`src/rtl/policy_duel_pkg.sv`:
```
package policy_duel_pkg;

    // Width of the low index field that names the sampled policy
    localparam int IDX_LOW_BITS = 5;
    // Upper bound on the number of duelling policies
    localparam int MAX_POL = 4;

    typedef logic [1:0] pol_id_t;

    // Result of classifying one set index
    typedef struct packed {
        logic    dedicated;
        pol_id_t pol;
    } set_class_t;

endpackage

```
`src/rtl/policy_duel_classify.sv`:
```
module policy_duel_classify
    import policy_duel_pkg::*;
#(
    parameter int NUM_POL    = 3,
    parameter int SET_BITS   = 10,
    parameter int SAMPLE_TAG = 0
) (
    input  logic [SET_BITS-1:0] set_idx,
    output set_class_t          cls
);
    localparam int TAG_BITS = SET_BITS - IDX_LOW_BITS;

    logic [IDX_LOW_BITS-1:0] low_field;
    logic [TAG_BITS-1:0]     tag_field;

    always_comb begin
        low_field     = set_idx[IDX_LOW_BITS-1:0];
        tag_field     = set_idx[SET_BITS-1:IDX_LOW_BITS];
        cls.dedicated = (tag_field == TAG_BITS'(SAMPLE_TAG)) &&
                        (low_field < IDX_LOW_BITS'(NUM_POL));
        cls.pol       = low_field[1:0];
    end
endmodule

```
`src/rtl/policy_duel_counters.sv`:
```
module policy_duel_counters
    import policy_duel_pkg::*;
#(
    parameter int NUM_POL = 3,
    parameter int CTR_W   = 10
) (
    input  logic                    clk,
    input  logic                    rst,
    input  logic                    upd_en,
    input  pol_id_t                 upd_pol,
    output logic signed [CTR_W-1:0] ctr [NUM_POL]
);
    localparam int EXT    = CTR_W + 1;
    localparam int HI_INT = (1 << (CTR_W - 1)) - 1;
    localparam int LO_INT = -(1 << (CTR_W - 1));
    localparam logic signed [EXT-1:0] LIM_HI = EXT'(HI_INT);
    localparam logic signed [EXT-1:0] LIM_LO = EXT'(LO_INT);
    localparam logic signed [EXT-1:0] GAIN   = EXT'(NUM_POL - 1);
    localparam logic signed [EXT-1:0] ONE    = EXT'(1);

    logic signed [EXT-1:0] nxt [NUM_POL];
    logic [NUM_POL-1:0]    out_of_range;
    logic                  freeze;

    assign freeze = |out_of_range;

    for (genvar i = 0; i < NUM_POL; i++) begin : g_ctr
        logic signed [EXT-1:0] wide;

        always_comb begin
            wide = {ctr[i][CTR_W-1], ctr[i]};
            if (upd_pol == pol_id_t'(i))
                nxt[i] = wide + GAIN;
            else
                nxt[i] = wide - ONE;
            out_of_range[i] = (nxt[i] > LIM_HI) || (nxt[i] < LIM_LO);
        end

        always_ff @(posedge clk) begin
            if (rst)
                ctr[i] <= '0;
            else if (upd_en && !freeze)
                ctr[i] <= nxt[i][CTR_W-1:0];
        end
    end
endmodule

```
`src/rtl/policy_duel_argmin.sv`:
```
module policy_duel_argmin
    import policy_duel_pkg::*;
#(
    parameter int NUM_POL = 3,
    parameter int CTR_W   = 10
) (
    input  logic signed [CTR_W-1:0] ctr [NUM_POL],
    output pol_id_t                 best
);
    logic signed [CTR_W-1:0] best_val;

    // Strict comparison keeps the earlier index on a tie
    always_comb begin
        best     = '0;
        best_val = ctr[0];
        for (int i = 1; i < NUM_POL; i++) begin
            if (ctr[i] < best_val) begin
                best_val = ctr[i];
                best     = pol_id_t'(i);
            end
        end
    end
endmodule

```
`src/rtl/policy_duel_select.sv`:
```
module policy_duel_select
    import policy_duel_pkg::*;
#(
    parameter int NUM_POL    = 3,
    parameter int SET_BITS   = 10,
    parameter int CTR_W      = 10,
    parameter int SAMPLE_TAG = 0
) (
    input  logic                clk,
    input  logic                rst,
    input  logic                miss_valid,
    input  logic [SET_BITS-1:0] miss_set,
    input  logic [SET_BITS-1:0] query_set,
    output logic [1:0]          query_policy,
    output logic [1:0]          winner
);
    set_class_t              miss_cls;
    set_class_t              query_cls;
    pol_id_t                 best;
    logic signed [CTR_W-1:0] ctr_q [NUM_POL];

    policy_duel_classify #(
        .NUM_POL(NUM_POL), .SET_BITS(SET_BITS), .SAMPLE_TAG(SAMPLE_TAG)
    ) u_miss_cls (
        .set_idx(miss_set),
        .cls    (miss_cls)
    );

    policy_duel_classify #(
        .NUM_POL(NUM_POL), .SET_BITS(SET_BITS), .SAMPLE_TAG(SAMPLE_TAG)
    ) u_query_cls (
        .set_idx(query_set),
        .cls    (query_cls)
    );

    policy_duel_counters #(
        .NUM_POL(NUM_POL), .CTR_W(CTR_W)
    ) u_scores (
        .clk    (clk),
        .rst    (rst),
        .upd_en (miss_valid && miss_cls.dedicated),
        .upd_pol(miss_cls.pol),
        .ctr    (ctr_q)
    );

    policy_duel_argmin #(
        .NUM_POL(NUM_POL), .CTR_W(CTR_W)
    ) u_pick (
        .ctr (ctr_q),
        .best(best)
    );

    assign winner       = best;
    assign query_policy = query_cls.dedicated ? query_cls.pol : best;
endmodule

```
`config.mk`:
```
export PLATFORM = sky130hd
export DESIGN_NAME = policy_duel_select
export DESIGN_NICKNAME = d
export VERILOG_FILES = /design/src/rtl/policy_duel_pkg.sv /design/src/rtl/policy_duel_classify.sv /design/src/rtl/policy_duel_counters.sv /design/src/rtl/policy_duel_argmin.sv /design/src/rtl/policy_duel_select.sv
export SDC_FILE = /design/constraint.sdc
export NUM_CORES = 1
export LEC_CHECK = 0
export BUFFER_PORTS_ARGS = -buffer_cell sky130_fd_sc_hd__buf_4
export CORE_AREA = 2 2 70 72
export CTS_BUF_LIST = sky130_fd_sc_hd__clkbuf_8 sky130_fd_sc_hd__clkbuf_16
export DETAILED_ROUTE_END_ITERATION = 7
export DIE_AREA = 0 0 72 74
export PLACE_DENSITY = 0.8
export SYNTH_ARGS = -nofsm -noshare
export SYNTH_HDL_FRONTEND = slang
export SYNTH_HIERARCHICAL = 1
export SYNTH_SLANG_ARGS = --single-unit
```
`constraint.sdc`:
```
create_clock -name clk -period 9.9 [get_ports clk]
set_clock_uncertainty 0.2 [all_clocks]
set_input_delay 1.485 -clock clk [delete_from_list [all_inputs] [get_ports clk]]
set_output_delay 1.485 -clock clk [all_outputs]
set_load 0.01 [all_outputs]
```
## Yosys cells after proc, flatten, opt, wreduce, memory -nomap -nowiden

Cells that the tools add are included.

- ROM bits: 0
- Logic and storage cells: 40
- Bits in latches: 0
- Memory bits (writable): 0
- Output and inout port bits: 4
- Memories: 0
- Register bits after elaboration: 30

- Reduce and logical (&&, ||, !) cells: 12
- Div/mod/pow operators: 0
- Add/sub/neg operators: 6
- Multiply operators: 0
- Eq/ne operators: 2
- Bitwise operators: 0
- Multiplexer cells: 7
- Shifts and indexed selects: 0
- Magnitude comparators: 10

Operators by type and width:

| cell | number |
|---|---|
| 10-bit by 3-bit adder with 11-bit output (second input constant) | 3 |
| 11-bit by 10-bit greater-than comparator with 1-bit output (second input constant) | 3 |
| 11-bit by 10-bit < comparator with 1-bit output (second input constant) | 3 |
| 11-bit two-way mux | 3 |
| 10-bit by 2-bit subtractor with 11-bit output (second input constant) | 3 |
| 10-bit < comparator | 2 |
| 5-bit logical NOT | 2 |
| 5-bit by 2-bit < comparator with 1-bit output (second input constant) | 2 |
| 10-bit two-way mux | 1 |
| 1-bit logical AND | 4 |
| 2-bit two-way mux | 2 |
| 1-bit logical OR | 3 |
| 3-bit OR reduction | 1 |
| 2-bit by 1-bit equality test with 1-bit output (second input constant) | 1 |
| 2-bit equality test (second input constant) | 1 |
| 2-bit logical NOT | 1 |
| 1-bit logical NOT | 1 |
| 1-bit two-way mux | 1 |

## Depth between registers and ports, before layout

Gate-level depths: netlist of the first run.

- Word-level depth: 7
- Gate-level depth with buffers: 17
- Mapped depth without buffers: 16

## Cells and area by module

Netlist of the first run, hierarchy kept.

By module, submodules not included:

| module | cells an instance | times used | area an instance (µm²) |
|---|---|---|---|
| policy_duel_counters | 257 | 1 | 2,033.2 |
| policy_duel_argmin | 81 | 1 | 574.3 |
| policy_duel_classify | 6 | 2 | 37.5 |
| policy_duel_select | 3 | 1 | 28.8 |

## Least setup slack after synthesis of the first run

OpenSTA, ideal clock, no wires.

- Kind: flip-flop to output port
- Start point: reg u_scores/ctr[29] (netlist bit)
- End point: out query_policy[0]
- Path buffers: 1
- Stages on the path, launching flop included: 18
- Required time: 8,215 ps
- Arrival time: 3,598 ps
- Path slack: 4,617 ps
- Path through: dfxtp_1 -> inv_1 -> ha_1 -> and4_1 -> nand2_1 -> o31a_1 -> mux2i_1 -> buf_4 -> nor2_1 -> a21oi_1 -> ha_1 -> a21o_1 -> a21o_1 -> a221o_1 -> a221oi_2 -> o21ai_0 -> and3_1 -> mux2_2

- Longest elaborated chain between the ends: 5
- Elaborated cells between the ends (all ways): 6

RTL lines:

| element | RTL line | RTL |
|---|---|---|
| start: declaration | policy_duel_counters.sv:11 | `output logic signed [CTR_W-1:0] ctr [NUM_POL]` |
| start signal: indexed assignment | policy_duel_counters.sv:43 | `ctr[i] <= nxt[i][CTR_W-1:0];` |
| 10-bit < comparator | policy_duel_argmin.sv:17 | `if (ctr[i] < best_val) begin` |
| 10-bit two-way mux | policy_duel_argmin.sv:17 |  |
| 10-bit < comparator | policy_duel_argmin.sv:17 |  |
| 2-bit two-way mux * | policy_duel_argmin.sv:17 |  |
| named net winner[0] | policy_duel_select.sv:15 | `output logic [1:0] winner` |
| 2-bit two-way mux * | policy_duel_select.sv:54 | `assign query_policy = query_cls.dedicated ? query_cls.pol : best;` |
| end: declaration | policy_duel_select.sv:14 | `output logic [1:0] query_policy,` |

The timed path passes the listed nets; every way through them passes the cells marked *.

## Worst setup path in the final report of the first run

- Start point: reg u_scores/ctr[26] (netlist bit)
- End point: out query_policy[0]

- Longest elaborated chain between the ends: 5
- Elaborated cells between the ends (all ways): 6

RTL lines:

| element | RTL line |
|---|---|
| 10-bit < comparator | policy_duel_argmin.sv:17 |
| 10-bit two-way mux | policy_duel_argmin.sv:17 |
| 10-bit < comparator | policy_duel_argmin.sv:17 |
| 2-bit two-way mux * | policy_duel_argmin.sv:17 |
| 2-bit two-way mux * | policy_duel_select.sv:54 |

Every way passes the cells marked *; elsewhere a longest branch is shown, timed or not.

==> key figures, run 1 <==
Power
  – Peak VDD IR: 0.0774 mV
  – Leakage: 1.26 nW
  – Power per standard cell area: 102 nW/um^2
  – Total power draw: 0.000307 W

Final layout
  – Layout cell share with drive strength beyond 1: 11.9%
  – Filler instances: 395
  – Top Registers: u_scores/ctr x30
  – Fin nets: 421
  – Area delta synth->final: 11.1%
  – Ant diodes: 0
  – Most flops, register: u_scores/ctr
  – Fin area: 3010 um^2
  – Max reg flops: 30

Global routing
  – Remaining Overflow, GRT: 0
  – Largest net degree at the start of global routing: 55
  – Number of global-route vias before repair: 2337
  – Gr usage total: 25.3%
  – Initial antenna violation count: 0
  – First-pass GRT wire length: 10.6 mm

Placed design
  – Post-Place Worst Slack: 4.09 ns
  – GPL Wtd Cong: 0.876
  – DP Area: 2870 um^2
  – HPWL after detailed placement: 4.56 mm
  – Input/output buffers: 26

Logic synthesis
  – Predominant post-synthesis flop cell: dfxtp_1
  – Post-synth ARST share: 0%
  – Synth Register Bits: 30
  – Syn Nets: 405
  – Dominant cells by area after synthesis: dfxtp_1 (22%), ha_1 (13%), a21oi_1 (8.3%)
  – Post-Syn Area: 2710 um^2
  – Post-synth top cells: a21oi_1 (45), dfxtp_1 (30), ha_1 (29)
  – Post-synthesis sequential area ratio: 22.2%
  – Most frequent cell after synthesis: a21oi_1
  – Mean Syn Cell Area: 7.68 um^2
  – Ys Warns: 6
  – Area leader, netlist: dfxtp_1
  – Mapped Cells: 353
  – Post-synth EDFFs: 0
  – Library cells used by synthesis: 49
  – Post-synth top area share: 22.2%

Worst setup path
  – WP data arrival: 4.49 ns
  – CP Capture Type: output pin
  – CP Data Required Time: 8.22 ns
  – Critical path startpoint: u_scores/ctr[26]
  – Worst path cell trace: inv_1 > ha_1 > and4_1 > nand2_1 > o31a_1 > mux2i_1 > buf_4 > nor2_1 > a21oi_1 > ha_1 > and4_1 > a221o_1 > a221oi_2 > o21ai_0 > and3_1 > mux2_2 > buf_4
  – Reg-to-Reg Start: u_scores/ctr[13]
  – Critical path type: register to output pin
  – Slowest library cell on the worst path: mux2i_1
  – Max incr delay on CP: 0.51 ns
  – Worst setup SP type: register
  – CP Max Fanout: 12

Detailed routing
  – DR DRC count: 0
  – WL final: 6.34 mm
  – Vias: 2671
  – Routed Antenna Nets: 0
  – Initial DRT Pass Iterations: 4
  – Vias per inst: 6.30
  – Wire length per cell: 15.0 um
  – Initial DRC Count: 245

Timing
  – TNS Setup: 0 ns
  – Headroom to the max-slew limit: 54.9%
  – Least-Margin Pin Slew: 0.675 ns
  – Crit share post-route: 62.4%
  – RSZ-0062 raised after global routing: false
  – Tightest hold margin: 0.329 ns
  – Fmax: 0.162 GHz
  – # setup viols final: 0
  – Setup ws final: 3.72 ns
  – Minimum clock period: 6.18 ns
  – Slew Limit Fails: 0
  – Final hold vios: 0

Outcome
  – Status: finished, final reports clean

Floorplan
  – Die W: 72 um
  – Top-Level Pins: 27
  – DIE AREA: 5330 um^2
  – Chip Height: 74 um
  – Core area: 4600 um^2
  – Initial core utilization: 59.0%
  – # rows: 25

Clocking
  – Worst-path clk slew: 0.07 ns
  – CTS hold repair buffers: 0
  – Root Buffer: clkbuf_8
  – H-Tree Depth: 2
  – Setup Fix Bufs, Post-CTS: 0
  – Post-cts resize count: 0
  – CTS Sinks: 30
  – Worst skew pair latency: 0.29 ns
  – Bufs on Longest Clock Path: 2
  – TritonCTS clock tree: built
  – Num CTS Buffers: 5

Worst hold path
  – Min-delay src: u_scores/ctr[28]
  – Min-Delay Path Class: register to register

Flow run
  – Max_cap viols: 0
-- final timing paths --
kind                            to  slack (ns)  cells past startpoint
setup / recovery   query_policy[0]        3.72                     17
hold / removal    u_scores/ctr[28]        0.33                      2
setup reg to reg  u_scores/ctr[13]        6.48                      7
hold reg to reg   u_scores/ctr[28]        0.33                      2
-- report_power, final --
| group | internal, W | switching, W |
|---|---|---|
| Sequential | 0.000121 | 0.000000116 |
| Clock | 0.000107 | 0.0000510 |
| Combinational | 0.0000130 | 0.0000148 |
| Total | 0.000241 | 0.0000660 |
-- per-layer routing --
metal / global-route usage (%) / wire length [um] / up-vias
met1: 34.1 / 2880 / 1219
li1: - / - / 1342
met5: 0 / 0 / -
met4: 6.71 / 53 / 0
met3: 6.10 / 458 / 6
met2: 41.0 / 2950 / 104
-- layout by cell type, fill, tap and decap left out, drive strengths merged, types with 4 or more instances in the layout --
cell    count
nor2       27
a41oi       6
a21oi      45
nand2b      6
nor2b       7
mux2i       4
nand3       9
nand2      16
buf        27
ha         29
nor3       14
o21ai      26
a211o       4
and4        5
xnor2       5
a21o        4
nor4        7
and3       10
or3        24
clkbuf      6
dfxtp      30
inv        24
a31oi       5
mux2        4
-- per-stage QoR --
| step | cells | utilization (%) |
|---|---|---|
| floorplan | 353 | - |
| global placement | 416 | 62.4 |
| detailed placement | 416 | 62.4 |
| CTS | 424 | 65.5 |
| global route | 424 | 65.5 |
| finish | 424 | 65.5 |
-- critical path, delay by kind of cell (launching register included) --
kind                     cells  cell delay [ns]
buffers and inverters        3             0.54
AND/OR/NAND/NOR              5             0.72
AO/OA/AOI/OAI                5             1.16
multiplexers                 2             0.77
flip-flops                   1             0.45
adder cells (fa/ha/maj)      2             0.54
-- layout make-up --
| type | instances | area [um^2] | area share (%) |
|---|---|---|---|
| Clock inverter | 2 | 60.1 | 1.99 |
| Inverter | 24 | 90.1 | 2.99 |
| Timing Repair Buffer | 27 | 203 | 6.73 |
| Multi-Input combinational cell | 281 | 1910 | 63.4 |
| Tap cell | 54 | 67.6 | 2.24 |
| Clock buffer | 6 | 82.6 | 2.74 |
| Sequential cell | 30 | 601 | 19.9 |
-- kinds of logic (layout without fill, tap and decap cells) --
kind of cell,after synthesis,after routing,share of synthesized area (%)
AO/OA/AOI/OAI,104,104,23.3
adder cells (fa/ha/maj),29,29,13.4
XOR/XNOR,6,6,3.18
AND/OR/NAND/NOR,134,134,27.4
multiplexers,8,8,3.14
flip-flops,30,30,22.2
buffers and inverters,42,59,7.43
Power figures use the tool's default switching activity.
==> run 2, diff against run 1 <==
--- a/config.mk
+++ b/config.mk
@@ -5,11 +5,12 @@
 export SDC_FILE = /design/constraint.sdc
 export NUM_CORES = 1
 export LEC_CHECK = 0
+export ABC_AREA = 1
 export BUFFER_PORTS_ARGS = -buffer_cell sky130_fd_sc_hd__buf_4
-export CORE_AREA = 2 2 70 72
+export CORE_AREA = 2 2 79 81
 export CTS_BUF_LIST = sky130_fd_sc_hd__clkbuf_8 sky130_fd_sc_hd__clkbuf_16
 export DETAILED_ROUTE_END_ITERATION = 7
-export DIE_AREA = 0 0 72 74
+export DIE_AREA = 0 0 81 83
 export PLACE_DENSITY = 0.8
 export SYNTH_ARGS = -nofsm -noshare
 export SYNTH_HDL_FRONTEND = slang
==> constraint.sdc (replaced) <==
create_clock -name clk -period 6.3 [get_ports clk]
set_clock_uncertainty 0.2 [all_clocks]
set_input_delay 0.945 -clock clk [delete_from_list [all_inputs] [get_ports clk]]
set_output_delay 0.945 -clock clk [all_outputs]
set_load 0.01 [all_outputs]
==> key figures, run 2 <==
Logic synthesis
  – Predominant post-synthesis flop cell: dfxtp_1
  – Mean Syn Cell Area: 5.84 um^2 (-24%)
  – Post-synthesis sequential area ratio: 17.1% (-5.0 points)
  – Area leader, netlist: nand2_1
  – Synth Register Bits: 30 (unchanged)
  – Library cells used by synthesis: 31 (-37%)
  – Dominant cells by area after synthesis: nand2_1 (20%), dfxtp_1 (17%), ha_1 (10%)
  – Mux contribution to synthesized area: 0.285% (-2.9 points)
  – Adder-Cell Fraction of Synth Area: 10.3% (-3.0 points)
  – Post-synthesis compound-gate area fraction: 9.66% (-14 points)
  – Post-synth ARST share: 0% (unchanged)
  – Ys Warns: 6 (unchanged)
  – Syn Nets: 653 (+61%)
  – Post-synth top area share: 19.9% (-2.3 points)
  – Most frequent cell after synthesis: nand2_1
  – Largest family of logic cells by synthesized area: simple AND/OR/NAND/NOR gates
  – XOR/XNOR share of the synthesized area: 7.98% (+4.8 points)
  – Post-synth top cells: nand2_1 (186), inv_1 (82), nand3_1 (57)
  – Synth Area in Simple Gates: 39.9% (+13 points)
  – Mapped Cells: 601 (+70%)
  – Post-synth EDFFs: 0 (unchanged)
  – Post-Syn Area: 3510 um^2 (+29%)

Final layout
  – Filler instances: 559 (+42%)
  – Most common cell after layout, fill and taps aside: nand2_1
  – Area delta synth->final: 5.10%
  – Layout cell share with drive strength beyond 1: 9.09% (-2.8 points)
  – Most flops, register: u_scores/ctr
  – Top Registers: u_scores/ctr x30
  – Fin nets: 656 (+56%)
  – Most frequent cells in the layout: nand2_1 (186), inv_1 (83), nand3_1 (57), nor2_1 (56), a21oi_1 (40)
  – Ant diodes: 0 (unchanged)
  – Max reg flops: 30 (unchanged)

Placed design
  – Input/output buffers: 26 (unchanged)
  – HPWL after detailed placement: 5.82 mm (+28%)
  – GPL Wtd Cong: 0.933 (+6.4%)

Floorplan
  – Die W: 81 um (+13%)
  – Top-Level Pins: 27 (unchanged)
  – DIE AREA: 6720 um^2 (+26%)
  – Core area: 5820 um^2 (+26%)
  – # rows: 28 (+12%)
  – Initial core utilization: 60.4% (+1.4 points)
  – Chip Height: 83 um (+12%)

Detailed routing
  – DR DRC count: 0 (unchanged)
  – Initial DRC Count: 226 (-7.8%)
  – Wire length per cell: 12.2 um (-19%)
  – WL final: 8.28 mm (+30%)
  – Routed Antenna Nets: 0 (unchanged)
  – Initial DRT Pass Iterations: 5 (+1)
  – Vias per inst: 5.28 (-16%)
  – Vias: 3590 (+34%)

Flow run
  – Max_cap viols: 0 (unchanged)

Timing
  – Headroom to the max-slew limit: 54.3% (-0.57 points)
  – Least-Margin Pin Slew: 0.684 ns (+0.00901 ns)
  – Final hold vios: 0 (unchanged)
  – Minimum clock period: 4.89 ns
  – Slew Limit Fails: 0 (unchanged)
  – # setup viols final: 0 (unchanged)
  – TNS Setup: 0 ns (unchanged)
  – Fmax: 0.204 GHz
  – RSZ-0062 raised after global routing: false
  – Crit share post-route: 77.7%

Worst setup path
  – Reg2reg end: u_scores/ctr[16]
  – WP data arrival: 3.75 ns (-0.74 ns)
  – Critical path startpoint: u_scores/ctr[23]
  – Worst setup SP type: register
  – Worst R2R Path Depth: 16 (+9)
  – Critical path type: register to output pin
  – Worst setup path end: query_policy[0]
  – CP Capture Type: output pin
  – Reg-to-Reg Start: u_scores/ctr[12]
  – CP Max Fanout: 20 (+8)
  – Flop-to-flop setup slack: 3.22 ns (-3.26 ns)
  – CP Data Required Time: 5.15 ns (-3.07 ns)
  – CP most frequent cell: nand2_1
  – Slowest library cell on the worst path: dfxtp_1
  – Max incr delay on CP: 0.51 ns (about the same)

Global routing
  – Largest net degree at the start of global routing: 35 (-36%)
  – Remaining Overflow, GRT: 0 (unchanged)
  – Gr usage total: 25.3% (-0.066 points)
  – Number of global-route vias before repair: 3182 (+36%)
  – Initial antenna violation count: 0 (unchanged)
  – First-pass GRT wire length: 13.9 mm (+31%)

Power
  – Seq pwr share: 45.8% (+6.5 points)
  – Comb power frac: 14.6% (+5.5 points)
  – Switching part of the total: 28.0% (+6.5 points)
  – Leakage: 1.91 nW (+52%)
  – Clk network pwr share: 39.6% (-12 points)
  – P_int: 0.000298 W (+24%)
  – Total power draw: 0.000414 W (+35%)
  – Peak VDD IR: 0.0749 mV (-3.2%)
  – Power per standard cell area: 112 nW/um^2 (+10%)
  – P_sw: 0.000116 W (+76%)

Clocking
  – Worst skew pair latency: 0.29 ns (about the same)
  – CTS Sinks: 30 (unchanged)
  – Bufs on Longest Clock Path: 2 (unchanged)
  – Setup Fix Bufs, Post-CTS: 0 (unchanged)
  – Worst-path clk slew: 0.07 ns (about the same)
  – TritonCTS clock tree: built
  – Num CTS Buffers: 5 (unchanged)
  – Root Buffer: clkbuf_8
  – H-Tree Depth: 2 (unchanged)
  – CTS hold repair buffers: 0 (unchanged)
  – Post-cts resize count: 0 (unchanged)

Worst hold path
  – Min-Delay Path Class: register to register

Outcome
  – Status: finished, final reports clean
## run 2: cell types whose count changed in the layout (fill, tap and decap cells not counted), sizes merged, moves of 6 or more
cell    delta
nand2    +176
inv       +60
nand3     +49
nor2      +40
xor2      +30
or3       -24
nor3      -11
and3      -10
nor2b      -7
nor4       -7
a41oi      -6
nand2b     -6
## run 2: cell families (layout without fill, tap and decap cells)
group / after synthesis / in the layout
AOI/OAI and AO/OA: 66 / 66
adders and majority gates: 29 / 29
muxes: 1 / 1
buffers and inverters: 114 / 118
xor gates and xnor gates: 32 / 32
and+or+nand+nor: 329 / 329
DFF: 30 / 30
## run 2: cell type report
type                            instances  area (um^2)  share of cell area (%)
Tap cell                               75         93.8                    2.54
Sequential cell                        30          601                    16.3
Inverter                               84          315                    8.55
Clock buffer                            6         82.6                    2.24
Multi-Input combinational cell        457         2390                    64.9
Clock inverter                          2         8.76                   0.237
Timing Repair Buffer                   26          195                    5.29
## run 2: metal layers
layer  routed length (um)  GRT usage (%)  vias to the layer above  part of all wire, %
li1                     -              -                     1880                    -
met1                 3860           32.4                     1597                   47
met2                 3960           44.6                      105                   48
met3                  405           3.59                        8                  4.9
met4                   54           4.78                        0                 0.65
met5                    0              0                        -                    0
## run 2: how the worst min path moves through the flow
| stage | startpoint | end | cells after the start |
|---|---|---|---|
| floorplan | u_scores/ctr[0] | u_scores/ctr[0] | 2 |
| global placement | u_scores/ctr[9] | u_scores/ctr[9] | 2 |
| detailed placement | u_scores/ctr[9] | u_scores/ctr[9] | 2 |
| CTS | u_scores/ctr[9] | u_scores/ctr[9] | 2 |
| global route | u_scores/ctr[0] | u_scores/ctr[0] | 2 |
| finish | u_scores/ctr[0] | u_scores/ctr[0] | 2 |
## run 2: stage by stage
stage	setup WS [ns]	cells	hold slack, ns	utilization [%]	instance area (um^2)
6_report	1.41	680	0.315	63.4	3690
3_3_place_gp	1.92	672	0.294	61.9	3600
4_1_cts	1.44	680	0.314	63.4	3690
3_5_place_dp	1.79	672	0.305	61.9	3600
2_1_floorplan	2.06	601	0.265	-	3510
5_1_grt	0.908	680	0.337	63.4	3690
## run 2: worst max-delay path, delay by kind of cell, from the launching register on
| family | cells | cell delay, ns |
|---|---|---|
| AND/OR/NAND/NOR | 16 | 1.34 |
| buffers and inverters | 3 | 0.27 |
| AO/OA/AOI/OAI | 4 | 0.71 |
| flip-flops | 1 | 0.51 |
| adder cells (fa/ha/maj) | 2 | 0.61 |
## run 2: power groups by stage
stage	sequential (W)	clock, W	combinational, W
detailed placement	0.000194	0	0.0000598
global placement	0.000194	0	0.0000588
floorplan	0.000194	0	0.0000425
finish	0.000190	0.000164	0.0000605
global route	0.000190	0.000178	0.0000675
CTS	0.000190	0.000167	0.0000601
